===== src/rtl/pgi_pkg.sv =====
package pgi_pkg;
  localparam int ADDR_W = 2;

  localparam logic [ADDR_W-1:0] ADDR_CTRL  = 2'd0;
  localparam logic [ADDR_W-1:0] ADDR_LEVEL = 2'd1;
  localparam logic [ADDR_W-1:0] ADDR_EN    = 2'd2;

  localparam int CTRL_PEND_BIT = 0;
  localparam int CTRL_AND_BIT  = 1;
  localparam int CTRL_TRIG_BIT = 2;
  localparam int CTRL_BITS     = 3;

  typedef struct packed {
    logic level_trig;
    logic and_mode;
  } pgi_mode_t;
endpackage


===== src/rtl/pgi_sync.sv =====
module pgi_sync #(
  parameter int WIDTH  = 32,
  parameter int STAGES = 2
) (
  input  logic             clk,
  input  logic             rst,
  input  logic [WIDTH-1:0] d,
  output logic [WIDTH-1:0] q
);
  logic [WIDTH-1:0] stage [STAGES];

  always_ff @(posedge clk) begin
    if (rst) stage[0] <= '0;
    else     stage[0] <= d;
  end

  generate
    for (genvar s = 1; s < STAGES; s++) begin : g_stage
      always_ff @(posedge clk) begin
        if (rst) stage[s] <= '0;
        else     stage[s] <= stage[s-1];
      end
    end
  endgenerate

  assign q = stage[STAGES-1];
endmodule


===== src/rtl/pgi_combine.sv =====
module pgi_combine #(
  parameter int WIDTH = 32
) (
  input  logic [WIDTH-1:0] in,
  input  logic [WIDTH-1:0] level_hi,
  input  logic [WIDTH-1:0] enable,
  input  logic             and_mode,
  output logic             cond
);
  logic [WIDTH-1:0] active;
  logic             any_on;
  logic             all_on;

  always_comb begin
    active = ~(in ^ level_hi) & enable;
    any_on = |active;
    all_on = &(active | ~enable);
    cond   = (|enable) & (and_mode ? all_on : any_on);
  end
endmodule


===== src/rtl/pgi_regs.sv =====
module pgi_regs
  import pgi_pkg::*;
#(
  parameter int WIDTH = 32
) (
  input  logic              clk,
  input  logic              rst,
  input  logic              wr_en,
  input  logic [ADDR_W-1:0] addr,
  input  logic [WIDTH-1:0]  wdata,
  input  logic              pending,
  output logic [WIDTH-1:0]  rdata,
  output logic [WIDTH-1:0]  level_hi,
  output logic [WIDTH-1:0]  enable,
  output pgi_mode_t         mode,
  output logic              clr
);
  localparam int PAD = WIDTH - CTRL_BITS;

  logic [WIDTH-1:0] ctrl_view;

  assign clr = wr_en && (addr == ADDR_CTRL) && wdata[CTRL_PEND_BIT];

  always_ff @(posedge clk) begin
    if (rst) begin
      level_hi <= '0;
      enable   <= '0;
      mode     <= '0;
    end else if (wr_en) begin
      case (addr)
        ADDR_CTRL: begin
          mode.and_mode   <= wdata[CTRL_AND_BIT];
          mode.level_trig <= wdata[CTRL_TRIG_BIT];
        end
        ADDR_LEVEL: level_hi <= wdata;
        ADDR_EN:    enable   <= wdata;
        default: ;
      endcase
    end
  end

  assign ctrl_view = {{PAD{1'b0}}, mode.level_trig, mode.and_mode, pending};

  always_ff @(posedge clk) begin
    if (rst) rdata <= '0;
    else begin
      case (addr)
        ADDR_CTRL:  rdata <= ctrl_view;
        ADDR_LEVEL: rdata <= level_hi;
        ADDR_EN:    rdata <= enable;
        default:    rdata <= '0;
      endcase
    end
  end
endmodule


===== src/rtl/pgi_trigger.sv =====
module pgi_trigger (
  input  logic clk,
  input  logic rst,
  input  logic cond,
  input  logic level_trig,
  input  logic clr,
  output logic pending,
  output logic cond_q
);
  logic rise;

  assign rise = cond & ~cond_q;

  always_ff @(posedge clk) begin
    if (rst) begin
      pending <= 1'b0;
      cond_q  <= 1'b0;
    end else begin
      cond_q <= cond;
      if (level_trig)
        pending <= ~clr & (pending | cond);
      else
        pending <= rise | (pending & ~clr);
    end
  end
endmodule


===== src/rtl/pin_group_irq.sv =====
module pin_group_irq
  import pgi_pkg::*;
#(
  parameter int NUM_PINS    = 32,
  parameter int SYNC_STAGES = 2
) (
  input  logic                clk,
  input  logic                rst,
  input  logic [NUM_PINS-1:0] pins,
  input  logic                wr_en,
  input  logic [1:0]          addr,
  input  logic [NUM_PINS-1:0] wdata,
  output logic [NUM_PINS-1:0] rdata,
  output logic                irq,
  output logic                wake
);
  logic [NUM_PINS-1:0] level_hi;
  logic [NUM_PINS-1:0] enable;
  logic [NUM_PINS-1:0] pins_s;
  pgi_mode_t           mode;
  logic                clr;
  logic                pending;
  logic                sync_cond;
  logic                cond_q;

  pgi_regs #(.WIDTH(NUM_PINS)) u_regs (
    .clk(clk), .rst(rst), .wr_en(wr_en), .addr(addr), .wdata(wdata),
    .pending(pending), .rdata(rdata), .level_hi(level_hi),
    .enable(enable), .mode(mode), .clr(clr)
  );

  pgi_sync #(.WIDTH(NUM_PINS), .STAGES(SYNC_STAGES)) u_sync (
    .clk(clk), .rst(rst), .d(pins), .q(pins_s)
  );

  pgi_combine #(.WIDTH(NUM_PINS)) u_comb_sync (
    .in(pins_s), .level_hi(level_hi), .enable(enable),
    .and_mode(mode.and_mode), .cond(sync_cond)
  );

  pgi_combine #(.WIDTH(NUM_PINS)) u_comb_raw (
    .in(pins), .level_hi(level_hi), .enable(enable),
    .and_mode(mode.and_mode), .cond(wake)
  );

  pgi_trigger u_trig (
    .clk(clk), .rst(rst), .cond(sync_cond), .level_trig(mode.level_trig),
    .clr(clr), .pending(pending), .cond_q(cond_q)
  );

  assign irq = pending;
endmodule


===== config.mk =====
export PLATFORM = sky130hd
export DESIGN_NAME = pin_group_irq
export DESIGN_NICKNAME = d
export VERILOG_FILES = /design/src/rtl/pgi_pkg.sv /design/src/rtl/pgi_sync.sv /design/src/rtl/pgi_combine.sv /design/src/rtl/pgi_regs.sv /design/src/rtl/pgi_trigger.sv /design/src/rtl/pin_group_irq.sv
export SDC_FILE = /design/constraint.sdc
export NUM_CORES = 1
export LEC_CHECK = 0
export BUFFER_PORTS_ARGS = -buffer_cell sky130_fd_sc_hd__buf_2
export CAP_MARGIN = 20
export CORE_MARGIN = 4
export CORE_UTILIZATION = 46
export DETAILED_ROUTE_END_ITERATION = 6
export PLACE_DENSITY = 0.7
export RECOVER_POWER = 50
export SYNTH_ARGS = -nofsm -noshare
export SYNTH_HDL_FRONTEND = slang
export SYNTH_SLANG_ARGS = --single-unit

===== constraint.sdc =====
create_clock -name clk -period 1.7 [get_ports clk]
set_input_delay 0 -clock clk [delete_from_list [all_inputs] [get_ports clk]]
set_output_delay 0 -clock clk [all_outputs]
set_load 0.01 [all_outputs]

Word level (Yosys, flattened, before mapping) --
Memory sizes are Yosys's and may differ from the RTL's. Cells that the tools add are included.
Word-level totals: output and inout bits 34, memories 1, logic and storage cells 50, register bits after elaboration 100, input bits 69, memory bits (writable) 64
Memories:
- u_sync.stage | words 2, bits a word 32, rd ports 2, clocked after memory_dff 0, write ports 2, RTL line pgi_sync.sv:10 | logic [WIDTH-1:0] stage [STAGES];
Cells by class: mux-type cells 9, bitwise logic cells 20, reductions and logical operators 11, eq/ne operators 2
Operator list (number):
- inverter 32 bit | 3
- case mux 32 bit (3 select lines) | 1
- OR reduction 32 bit | 3
- AND 32 bit | 2
- two-way mux 32 bit | 2
- OR 32 bit | 2
- AND reduction 32 bit | 2
- XOR 32 bit | 2
- two-way mux 1 bit | 6
- AND reduction 2 bit | 3
- AND 1 bit | 5
- OR 1 bit | 4
- equality test 2 x 1 -> 1 bit, second input constant | 1
- equality test 2 bit, second input constant | 1
- logical AND 1 bit | 2
- logical NOT 2 bit | 1
- inverter 1 bit | 2

Longest topological paths before layout --
Gate-level depths: netlist of the first run. An unclocked memory read counts as a cell.
word-level depth 11, depth in mapped cells 8, mapped depth without buffers 7

By module --
Synthesis of the first run repeated with hierarchy kept, for this count alone.
Second synthesis, totals: cells, all modules 786, area, all modules 7766.2 um^2
By module, submodules not included:
- pgi_regs | area an instance 4157.7 um^2, cells each 399, seq. area each 1961.9 um^2, times used 1
- pgi_sync | area an instance 1918.1 um^2, cells each 135, seq. area each 1281.2 um^2, times used 1
- pgi_combine | area an instance 808.3 um^2, cells each 123, seq. area each 0.0 um^2, times used 2
- pgi_trigger | area an instance 73.8 um^2, cells each 6, seq. area each 40.0 um^2, times used 1

Least setup slack after synthesis of the first run --
No wires, ideal clock.
path kind register to output, from register u_regs.level_hi[5], to output wake, arrival time 1.899 ns, path buffers 0, setup slack -0.199 ns, stages on the path, launching flop included 7, required time 1.700 ns, cell sequence dfxtp_1 -> xor2_1 -> a22o_1 -> a221oi_2 -> nand3_1 -> or4_1 -> a221oi_1
On the way: longest elaborated chain between the ends 7, elaborated cells on any way between the ends 8, classes of those cells 1 x mux; 5 x bitwise; 2 x reduce/logical
Ends and longest elaborated chain:
- start, declared | RTL line pgi_regs.sv:13 | output logic [WIDTH-1:0] level_hi,
- start signal, assigned | RTL line pgi_regs.sv:35 | ADDR_LEVEL: level_hi <= wdata;
- XOR 32 bit (*) | RTL line pgi_combine.sv:15 | active = ~(in ^ level_hi) & enable;
- inverter 32 bit (*) | RTL line pgi_combine.sv:15
- AND 32 bit (*) | RTL line pgi_combine.sv:15
- OR 32 bit | RTL line pgi_combine.sv:17 | all_on = &(active | ~enable);
- AND reduction 32 bit | RTL line pgi_combine.sv:17
- two-way mux 1 bit (*) | RTL line pgi_combine.sv:18 | cond = (|enable) & (and_mode ? all_on : any_on);
- AND 1 bit (*) | RTL line pgi_combine.sv:18
- end, declared | RTL line pin_group_irq.sv:15 | output logic wake
Mark *: on every way between the ends. The rest lies on a longest branch, timed or not.

Final worst setup path of the first run --
Ends and elaborated chain as after synthesis.

==> results.txt, run 1 <==
status: finished with violations
failing checks: negative setup slack
final clock skew: 6.18 ps
grt ovf: 0
final WL: 22,700 microns
core footprint: 13,900 sq um
Std-Cell Rows: 43
Psw: 2.28 mW
Vias/cell: 5.21
Worst setup SP type: flip-flop
first-pass GRT wire length: 35,100 microns
post-route minimum period: 2490 ps
crit-path cells: xor2_1 > a22o_1 > a221oi_2 > nand3_1 > or4_4 > a221oi_4 > buf_2
Crit path required time: 1700 ps
Syn Inst Count: 752
peak supply drop: 996 uV
share of the synthesized area in the top cell type: 50.4%
total number of H-tree levels: 4
CTS tree: built
Placer Congestion: 0.964
setup TNS: -1400 ps
Reg power frac: 44.3%
r2r startpoint: u_regs.level_hi[2]
syn nets: 821
CP Class: flip-flop to output pin
Starting DRT DRC Count: 678
Synth Cell Area: 6520 sq um
Finished Layout Cells: 1,239
synth-to-layout area growth: 48.2%
Residual DRC: 0
later-pin clock latency in the skew report: 420 ps
top post-synthesis cells by area: dfxtp_1 50%, xor2_1 8.6%, nand2_1 7.6%
CTS buffer count: 17
nets@finish: 1,117
HPWL after DPL: 16,100 microns
CTS Root Cell: clkbuf_16
worst r2r path cells: 7
die height: 127 microns
largest net degree at the start of global routing: 50
CP endpoint kind: output pin
detailed-route via count: 6,457
sw frac: 24.6%
syn_area_per_cell: 8.67 sq um
achievable frequency: 401 MHz
Fin. Hold Viols: 0
initial antenna violation count: 0
FF-to-FF End: u_trig.pending
CTS sink count: 164
Final ANT Viol Nets: 0
synth warn: 0
io pins: 103
PortBufs: 102
DP Cell Count: 1,143
Cell Area, Placed: 8280 sq um
CP peak stage delay: 560 ps
number of diodes: 0
Hold Path End: u_regs.rdata[2]
crit path DAT: 2490 ps
Lkg Pwr: 4.15 nW
Final Worst Setup Slack: -791 ps
Initial Util: 47.0%
Longest Clk Path Bufs: 2
Synth cell types: 28
power per cell area: 956 nW/um^2
Die Area: 16,100 sq um
worst-path fanout max: 2
CP max-delay cell: or4_4
MaxCap Viol Count: 0
FF-to-FF setup slack: -320 ps
worst hold path cell count: 5
pre-CTS WS: -423 ps
Reg clk slew, reported paths: 60 ps
DR pass1 iterations: 6
Gate power share: 13.4%
Hold WS: 84.3 ps
internal power: 6.96 mW
post-route clock period utilization: 147%
RSZ-0062 raised after global routing: true
design area: 9660 sq um
mean routed wirelength per cell: 18.3 microns
Final Max Tran Viols: 0
sequential fraction of the synthesis area: 50.4%
post-synth top area cell: dfxtp_1
vias in the first global route: 6,429
share of cells above drive strength 1: 26.8%
Die Span X: 127 microns
worst slew pin tran: 1030 ps
HP Class: primary input to flip-flop
register bit total from synthesis: 164
Clock power frac: 42.3%
worst hold start: addr[0]
setup violators final: 3
gr usage total: 28.2%
Slew HR: 31.7%
==> power groups by stage <==
stage | registers, mW | clock network (mW) | logic [mW]
6_report | 4.10 | 3.91 | 1.24
3_3_place_gp | 4.16 | 0 | 1.05
5_1_grt | 4.11 | 4.10 | 1.33
3_5_place_dp | 4.16 | 0 | 1.05
2_1_floorplan | 4.16 | 0 | 0.477
4_1_cts | 4.09 | 3.94 | 1.21
==> per-layer routing <==
metal / vias up / global-route usage [%] / part of all wire, %
li1: 3108 / - / -
met5: - / 0 / 0
met1: 3024 / 36.5 / 43
met2: 269 / 47.8 / 49
met4: 0 / 8.14 / 2.5
met3: 56 / 5.60 / 6.3
==> cell type report <==
class	instances	area, sq um
Clock buffer	21	460
Clock inverter	9	130
Fill cell	1086	4220
Inverter	33	124
Multi-Input combinational cell	515	3190
Sequential cell	164	3290
Tap cell	180	225
Timing Repair Buffer	317	2240
==> per-stage QoR <==
step / total power [mW] / utilization (%)
5_1_grt: 9.54 / 69.6
2_1_floorplan: 4.64 / -
3_3_place_gp: 5.21 / 59.6
3_5_place_dp: 5.21 / 59.6
6_report: 9.24 / 69.6
4_1_cts: 9.23 / 69.7
==> worst max-delay path by stage <==
| stage | startpoint | to | slack [ps] | depth (start not counted) |
|---|---|---|---|---|
| after detailed placement | u_regs.level_hi[8] | u_trig.pending | -420 | 8 |
| after global routing | u_regs.level_hi[5] | wake | -880 | 7 |
| after global placement | u_regs.level_hi[20] | wake | -420 | 7 |
| final | u_regs.level_hi[5] | wake | -790 | 7 |
| after floorplan | u_regs.level_hi[12] | u_trig.pending | -130 | 6 |
| after CTS | u_regs.level_hi[5] | wake | -800 | 7 |
==> worst max-delay path, delay by kind of cell (launching register included) <==
family / cells / cell delay (ps)
DFF: 1 / 320
xor gates and xnor gates: 1 / 170
buffers and inverters: 1 / 180
AOI/OAI and AO/OA: 3 / 720
and+or+nand+nor: 2 / 660
==> Yosys cell counts, drive strengths merged <==
cell / number
nand3: 4
a221oi: 11
dfxtp: 164
or4: 2
or3: 1
inv: 33
nor2b: 66
buf: 3
nand4: 8
o22ai: 30
a21oi: 67
and2: 2
o31ai: 1
mux2i: 5
o41ai: 1
clkbuf: 37
nor4: 9
nand2: 132
xor2: 64
a22oi: 41
nor2: 56
nand3b: 1
o21ai: 2
nor3: 1
nor3b: 1
a22o: 10
==> flip-flops by register name, indices dropped and copies added (netlist names) <==
signal / cells
u_regs.enable: 32
u_regs.rdata: 32
u_trig.cond_q: 1
u_regs.mode: 2
u_regs.level_hi: 32
u_sync.stage: 64
u_trig.pending: 1
==> repair_timing <==
action	CTS	global route
setup buffers	1	0
hold buffers	65	0
resized for setup	25	11
endpoints found under the setup margin	3	3
hold endpoints to repair	101	0
pin swaps	5	2
==> layout by cell type (no fill, tap or decap), types with 5 or more instances in the layout <==
cell,n
nand2_1,132
xor2_2,17
a221oi_2,6
dfxtp_1,155
buf_4,143
nand4_1,8
a21oi_1,67
a22o_1,10
buf_2,68
nor2_1,56
inv_1,33
clkbuf_16,17
dfxtp_2,9
nor4_1,9
mux2i_1,5
xor2_1,46
clkbuf_1,39
a22oi_1,41
dlygate4sd3_1,65
nor2b_1,64
o22ai_1,30
==> cells by family (layout without fill, tap and decap cells) <==
group | Yosys count | count (layout) | synth area share, %
AND/OR/NAND/NOR | 283 | 283 | 19.9
flip-flops | 164 | 164 | 50.4
AO/OA/AOI/OAI | 163 | 163 | 16.1
buffers and inverters | 73 | 380 | 4.20
XOR/XNOR | 64 | 64 | 8.60
multiplexers | 5 | 5 | 0.768
Note: power is estimated with default switching activity, not from simulation.
==> inputs of run 2 (changes only) <==
--- a/config.mk
+++ b/config.mk
@@ -7,10 +7,12 @@
 export LEC_CHECK = 0
 export BUFFER_PORTS_ARGS = -buffer_cell sky130_fd_sc_hd__buf_2
 export CAP_MARGIN = 20
+export CELL_PAD_IN_SITES_DETAIL_PLACEMENT = 0
+export CELL_PAD_IN_SITES_GLOBAL_PLACEMENT = 1
 export CORE_MARGIN = 4
-export CORE_UTILIZATION = 46
+export CORE_UTILIZATION = 38
 export DETAILED_ROUTE_END_ITERATION = 6
-export PLACE_DENSITY = 0.7
+export PLACE_DENSITY_LB_ADDON = 0.1
 export RECOVER_POWER = 50
 export SYNTH_ARGS = -nofsm -noshare
 export SYNTH_HDL_FRONTEND = slang
==> run 2 against run 1 <==
  * The flow still finishes with violations (negative setup slack)
  * Setup slack gained 52 ps
  * Non-clock buffer count grew 13
  * Cell area grew 1.5%
  * Fmax grew 2.1%
  * Total power shrank 0.52%
  * Sequential power is essentially flat
  * Global-route usage is essentially flat
  * Register-to-register slack lost 50 ps
  * Critical path type unchanged
  * Critical endpoint unchanged
  * Largest cell class unchanged
  * Largest power group unchanged
==> results.txt, run 2 (synthesis gave the netlist of run 1 again) <==
Final Max Tran Viols: 0 (unchanged)
Final Worst Setup Slack: -739 ps (was -791 ps)
Vias/cell: 5.14 (was 5.21)
die height: 139 microns (was 127 microns)
RSZ-0062 raised after global routing: true (unchanged)
final WL: 27,800 microns (was 22,700 microns)
later-pin clock latency in the skew report: 430 ps (was 420 ps)
crit path DAT: 2440 ps (was 2490 ps)
Cell Area, Placed: 8380 sq um (was 8280 sq um)
worst r2r path cells: 9 (was 7)
Hold WS: 81.9 ps (was 84.3 ps)
CTS Root Cell: clkbuf_16 (unchanged)
post-route minimum period: 2440 ps (was 2490 ps)
PortBufs: 102 (unchanged)
Die Span X: 139 microns (was 127 microns)
Top delay family on crit path: simple AND/OR/NAND/NOR gates (was compound AO/OA/AOI/OAI gates)
Die Area: 19,300 sq um (was 16,100 sq um)
grt ovf: 0 (unchanged)
Crit path required time: 1700 ps (about the same)
CTS sink count: 164 (unchanged)
FF-to-FF End: u_trig.pending (unchanged)
status: finished with violations (unchanged)
io pins: 103 (unchanged)
design area: 9810 sq um (was 9660 sq um)
Initial Util: 39.0% (was 47.0%)
MaxCap Viol Count: 0 (unchanged)
Residual DRC: 0 (unchanged)
Final ANT Viol Nets: 0 (unchanged)
first-pass GRT wire length: 40,700 microns (was 35,100 microns)
achievable frequency: 410 MHz (was 401 MHz)
pre-CTS WS: -568 ps (was -423 ps)
CP endpoint kind: output pin (unchanged)
CP max-delay cell: or4_1 (was or4_4)
total number of H-tree levels: 4 (unchanged)
r2r startpoint: u_regs.level_hi[20] (was u_regs.level_hi[2])
worst hold path cell count: 5 (unchanged)
Reg clk slew, reported paths: 70 ps (was 60 ps)
number of flip-flops in the largest register: 64 (unchanged)
Reg with most FFs: u_sync.stage (unchanged)
crit-path cells: buf_4 > xor2_1 > a22oi_2 > nand4_1 > or4_1 > a221oi_2 > buf_2 (was xor2_1 > a22o_1 > a221oi_2 > nand3_1 > or4_4 > a221oi_4 > buf_2)
final clock skew: 12.1 ps (was 6.18 ps)
highest-count cells in the layout ignoring fill and taps: 154 x dfxtp_1, 152 x buf_4, 132 x nand2_1 (was 155 x dfxtp_1, 143 x buf_4, 132 x nand2_1)
CP Class: flip-flop to output pin (unchanged)
post-route clock period utilization: 143% (was 147%)
FF-to-FF setup slack: -370 ps (was -320 ps)
initial antenna violation count: 0 (unchanged)
HP Class: primary input to flip-flop (unchanged)
Std-Cell Rows: 47 (was 43)
mean routed wirelength per cell: 21.5 microns (was 18.3 microns)
synth-to-layout area growth: 50.4% (was 48.2%)
Starting DRT DRC Count: 754 (was 678)
Slew HR: 49.9% (was 31.7%)
worst hold start: addr[0] (unchanged)
Worst setup SP type: flip-flop (unchanged)
WP depth: 7 (unchanged)
vias in the first global route: 6,484 (was 6,429)
worst-path fanout max: 3 (was 2)
nets@finish: 1,130 (was 1,117)
commonest non-fill, non-tap cell in the layout: dfxtp_1 (unchanged)
peak supply drop: 731 uV (was 996 uV)
WP buf/inv: 2 (was 1)
Lkg Pwr: 4.21 nW (was 4.15 nW)
worst slew pin tran: 750 ps (was 1030 ps)
HPWL after DPL: 20,600 microns (was 16,100 microns)
share of cells above drive strength 1: 27.7% (was 26.8%)
CTS buffer count: 17 (unchanged)
Longest Clk Path Bufs: 2 (unchanged)
power per cell area: 937 nW/um^2 (was 956 nW/um^2)
Placer Congestion: 1.01 (was 0.964)
number of diodes: 0 (unchanged)
Fin. Hold Viols: 0 (unchanged)
setup violators final: 4 (was 3)
core footprint: 16,700 sq um (was 13,900 sq um)
CP peak stage delay: 540 ps (was 560 ps)
failing checks: negative setup slack (unchanged)
gr usage total: 28.2% (about the same)
Hold Path End: u_regs.rdata[2] (unchanged)
DR pass1 iterations: 5 (was 6)
Overall Power: 9.19 mW (was 9.24 mW)
detailed-route via count: 6,654 (was 6,457)
CTS tree: built (unchanged)
largest net degree at the start of global routing: 79 (was 50)
## run 2: cell count changes in the layout (fill, tap and decap cells not counted), sizes merged
cell | previous run | this run
inv | 33 | 37
dlygate4sd3 | 65 | 67
clkbuf | 61 | 60
buf | 212 | 223
bufinv | 3 | 1
clkinvlp | 1 | 6
clkinv | 5 | 1
## run 2: worst reg2reg max path, delay by kind of cell (launching register included)
kind                   cells  cell delay, ps
AO/OA/AOI/OAI              5            1020
XOR/XNOR                   1             180
buffers and inverters      2             290
flip-flops                 1             330
AND/OR/NAND/NOR            1             150
## run 2: layout make-up
| class | instances | area, sq um |
|---|---|---|
| clock buffers | 20 | 447 |
| multi-input cells | 515 | 3170 |
| fillers | 1523 | 6900 |
| clock inverters | 12 | 121 |
| repair buffers | 330 | 2370 |
| inverters | 33 | 124 |
| flip-flops and latches | 164 | 3300 |
| well taps | 220 | 275 |
## run 2: worst max path at each step
| stage | startpoint | endpoint | slack (ps) |
|---|---|---|---|
| 5_1_grt | u_regs.level_hi[8] | wake | -880 |
| 3_5_place_dp | u_regs.level_hi[25] | u_trig.pending | -570 |
| 4_1_cts | u_regs.level_hi[20] | wake | -800 |
| 6_report | u_regs.level_hi[19] | wake | -740 |
| 3_3_place_gp | u_sync.stage[1][25] | u_trig.pending | -540 |
| 2_1_floorplan | u_regs.level_hi[12] | u_trig.pending | -130 |
## run 2: per-stage QoR
step / instances / setup TNS [ps] / util, %
4_1_cts: 1292 / -1480 / 58.7
2_1_floorplan: 752 / -359 / -
5_1_grt: 1294 / -2190 / 58.7
6_report: 1294 / -1750 / 58.7
3_3_place_gp: 1191 / -1500 / 50.1
3_5_place_dp: 1191 / -1550 / 50.1
## run 2: routing by layer
metal	global-route usage, %	vias to the layer above	share of wire (%)
met1	42.0	3192	47
li1	-	3150	-
met4	7.26	0	1.7
met2	42.0	284	44
met3	5.38	28	7.9
met5	0	-	0
## run 2: report_power, final
group          switching (mW)  internal (mW)  leakage (nW)
clock network            1.69           2.08         0.258
logic                   0.699          0.623          2.60
registers               0.108           3.99          1.35
total                    2.50           6.69          4.21
## run 2: what timing repair did
action | 4_1_cts | 5_1_grt
gates cloned | 0 | 1
buffers inserted | 2 | 1
hold buffers | 67 | 0
hold endpoints to repair | 109 | 0
setup endpoints to repair | 3 | 4
resized for setup | 31 | 10
pin swaps | 14 | 3
==> inputs of run 3 (changes only) <==
--- a/config.mk
+++ b/config.mk
@@ -9,11 +9,12 @@
 export CAP_MARGIN = 20
 export CELL_PAD_IN_SITES_DETAIL_PLACEMENT = 0
 export CELL_PAD_IN_SITES_GLOBAL_PLACEMENT = 1
+export CORE_ASPECT_RATIO = 1.2
 export CORE_MARGIN = 4
 export CORE_UTILIZATION = 38
 export DETAILED_ROUTE_END_ITERATION = 6
 export PLACE_DENSITY_LB_ADDON = 0.1
-export RECOVER_POWER = 50
+export RECOVER_POWER = 100
 export SYNTH_ARGS = -nofsm -noshare
 export SYNTH_HDL_FRONTEND = slang
 export SYNTH_SLANG_ARGS = --single-unit
==> run 3 against run 2 <==
  * The run still ends with negative setup slack left
  * Sequential power is essentially flat
  * Die area is essentially flat
  * Combinational power shrank 8%
  * Setup slack lost 0.60 ps
  * Clock skew down 3.4 ps
  * First-iteration DRC count down 42%
  * Routed wire length shrank 11%
  * Sequential share of layout area up 0.52 points
  * Critical endpoint unchanged
==> results.txt, run 3 (synthesis gave the netlist of run 1 again) <==
setup TNS: -1850 ps (was -1750 ps)
mean routed wirelength per cell: 19.3 microns (was 21.5 microns)
Slew HR: 26.7% (was 49.9%)
number of diodes: 0 (unchanged)
worst hold path cell count: 5 (unchanged)
nets@finish: 1,127 (was 1,130)
Hold WS: 64.7 ps (was 81.9 ps)
Std-Cell Rows: 52 (was 47)
Gate power share: 12.8% (was 14.4%)
Fin. Hold Viols: 0 (unchanged)
post-CTS setup buffer count: 0 (was 2)
HPWL after DPL: 18,800 microns (was 20,600 microns)
Reg clk slew, reported paths: 60 ps (was 70 ps)
Longest Clk Path Bufs: 2 (unchanged)
met3 Track Usage GR: 3.89% (was 5.38%)
Die Span X: 128 microns (was 139 microns)
MaxCap Viol Count: 0 (unchanged)
DR pass1 iterations: 5 (unchanged)
worst r2r path cells: 6 (was 9)
CTS buffer count: 17 (unchanged)
area of the multi-input gates: 3050 sq um (was 3170 sq um)
largest net degree at the start of global routing: 54 (was 79)
final WL: 24,800 microns (was 27,800 microns)
Reg power frac: 43.0% (was 44.6%)
die height: 151 microns (was 139 microns)
CTS sink count: 164 (unchanged)
GR Util met2: 45.5% (was 42.0%)
grt ovf: 0 (unchanged)
register area: 3290 sq um (was 3300 sq um)
CP Class: flip-flop to output pin (unchanged)
total number of H-tree levels: 4 (unchanged)
share of cells above drive strength 1: 25.3% (was 27.7%)
PortBufs: 102 (unchanged)
Final Max Tran Viols: 0 (unchanged)
core footprint: 16,900 sq um (was 16,700 sq um)
peak supply drop: 667 uV (was 731 uV)
sw frac: 24.8% (was 27.2%)
CP endpoint kind: output pin (unchanged)
worst slew pin tran: 1100 ps (was 750 ps)
Final Worst Setup Slack: -739 ps (about the same)
met1 Usage GRT: 33.4% (was 42.0%)
Crit path required time: 1700 ps (about the same)
detailed-route via count: 6,461 (was 6,654)
failing checks: negative setup slack (unchanged)
internal power: 7.16 mW (was 6.69 mW)
Final ANT Viol Nets: 0 (unchanged)
initial antenna violation count: 0 (unchanged)
number of flip-flops in the largest register: 64 (unchanged)
Psw: 2.36 mW (was 2.50 mW)
highest-count cells in the layout ignoring fill and taps: 157 x dfxtp_1, 147 x buf_4, 132 x nand2_1 (was 154 x dfxtp_1, 152 x buf_4, 132 x nand2_1)
final clock skew: 8.72 ps (was 12.1 ps)
status: finished with violations (unchanged)
Finished Layout Cells: 1,287 (was 1,294)
Overall Power: 9.52 mW (was 9.19 mW)
crit path DAT: 2440 ps (about the same)
Top Usage Layer GRT: met2 (unchanged)
io pins: 103 (unchanged)
Filler Cell Count: 1,619 (was 1,523)
post-route minimum period: 2440 ps (about the same)
worst-path fanout max: 2 (was 3)
DP Cell Count: 1,190 (was 1,191)
Worst setup SP type: flip-flop (unchanged)
HP Class: primary input to flip-flop (unchanged)
Residual DRC: 0 (unchanged)
Die Area: 19,300 sq um (about the same)
post-route clock period utilization: 143% (about the same)
RSZ-0062 raised after global routing: true (unchanged)
Placer Congestion: 0.915 (was 1.01)
first-pass GRT wire length: 37,900 microns (was 40,700 microns)
Starting DRT DRC Count: 434 (was 754)
gr usage total: 26.1% (was 28.2%)
Initial Util: 38.7% (was 39.0%)
power per cell area: 986 nW/um^2 (was 937 nW/um^2)
synth-to-layout area growth: 48.1% (was 50.4%)
Vias/cell: 5.02 (was 5.14)
Reg with most FFs: u_sync.stage (unchanged)
later-pin clock latency in the skew report: 430 ps (about the same)
commonest non-fill, non-tap cell in the layout: dfxtp_1 (unchanged)
CTS tree: built (unchanged)
Lkg Pwr: 4.18 nW (was 4.21 nW)
FF-to-FF setup slack: -420 ps (was -370 ps)
CTS Root Cell: clkbuf_16 (unchanged)
vias in the first global route: 6,476 (was 6,484)
setup violators final: 4 (unchanged)
Clock power frac: 44.3% (was 41.0%)
achievable frequency: 410 MHz (about the same)
## run 3: layout make-up
cell class	instances	share of cell area (%)
well taps	216	2.80
inverters	33	1.28
clock inverters	11	1.78
repair buffers	327	23.6
flip-flops and latches	164	34.1
multi-input cells	515	31.5
clock buffers	21	4.87
## run 3: worst paths after layout
path / startpoint / endpoint
worst max-delay path: u_regs.level_hi[20] / wake
worst min-delay path: addr[0] / u_regs.rdata[1]
worst max register to register: u_sync.stage[1][0] / u_trig.pending
worst min register to register: u_sync.stage[0][8] / u_sync.stage[1][8]
## run 3: power by group through the flow
stage	Sequential [mW]	Combinational [mW]	Clock [mW]
final	4.09	1.22	4.21
after global routing	4.10	1.31	4.45
after CTS	4.09	1.23	4.28
after detailed placement	4.17	1.10	0
after global placement	4.17	1.10	0
after floorplan	4.16	0.477	0
## run 3: timing repair
action                                  4_1_cts  5_1_grt
resized for setup                             8        9
endpoints found under the setup margin        3        3
hold buffers                                 65        0
hold endpoints to repair                    102        0
gates cloned                                  0        0
pin swaps                                     5        5
## run 3: worst max-delay path, cell delays in order, from the launching register on
cell and delay, ps:
dfxtp_2 320, xor2_1 170, a22o_1 230, a221oi_2 220, nand3_1 130, or4_4 500
a221oi_2 270, buf_2 170
## run 3: through the flow
| step | utilization (%) | area, sq um | worst slack [ps] |
|---|---|---|---|
| floorplan | - | 6530 | -133 |
| global placement | 49.8 | 8390 | -539 |
| detailed placement | 49.8 | 8390 | -510 |
| CTS | 57.7 | 9720 | -773 |
| global route | 57.3 | 9650 | -831 |
| finish | 57.3 | 9650 | -739 |
## run 3: layer usage
layer | wire length (microns) | vias to the layer above
met4 | 523 | 0
met3 | 1320 | 30
met1 | 10600 | 3074
met2 | 12400 | 216
li1 | - | 3141
met5 | 0 | -
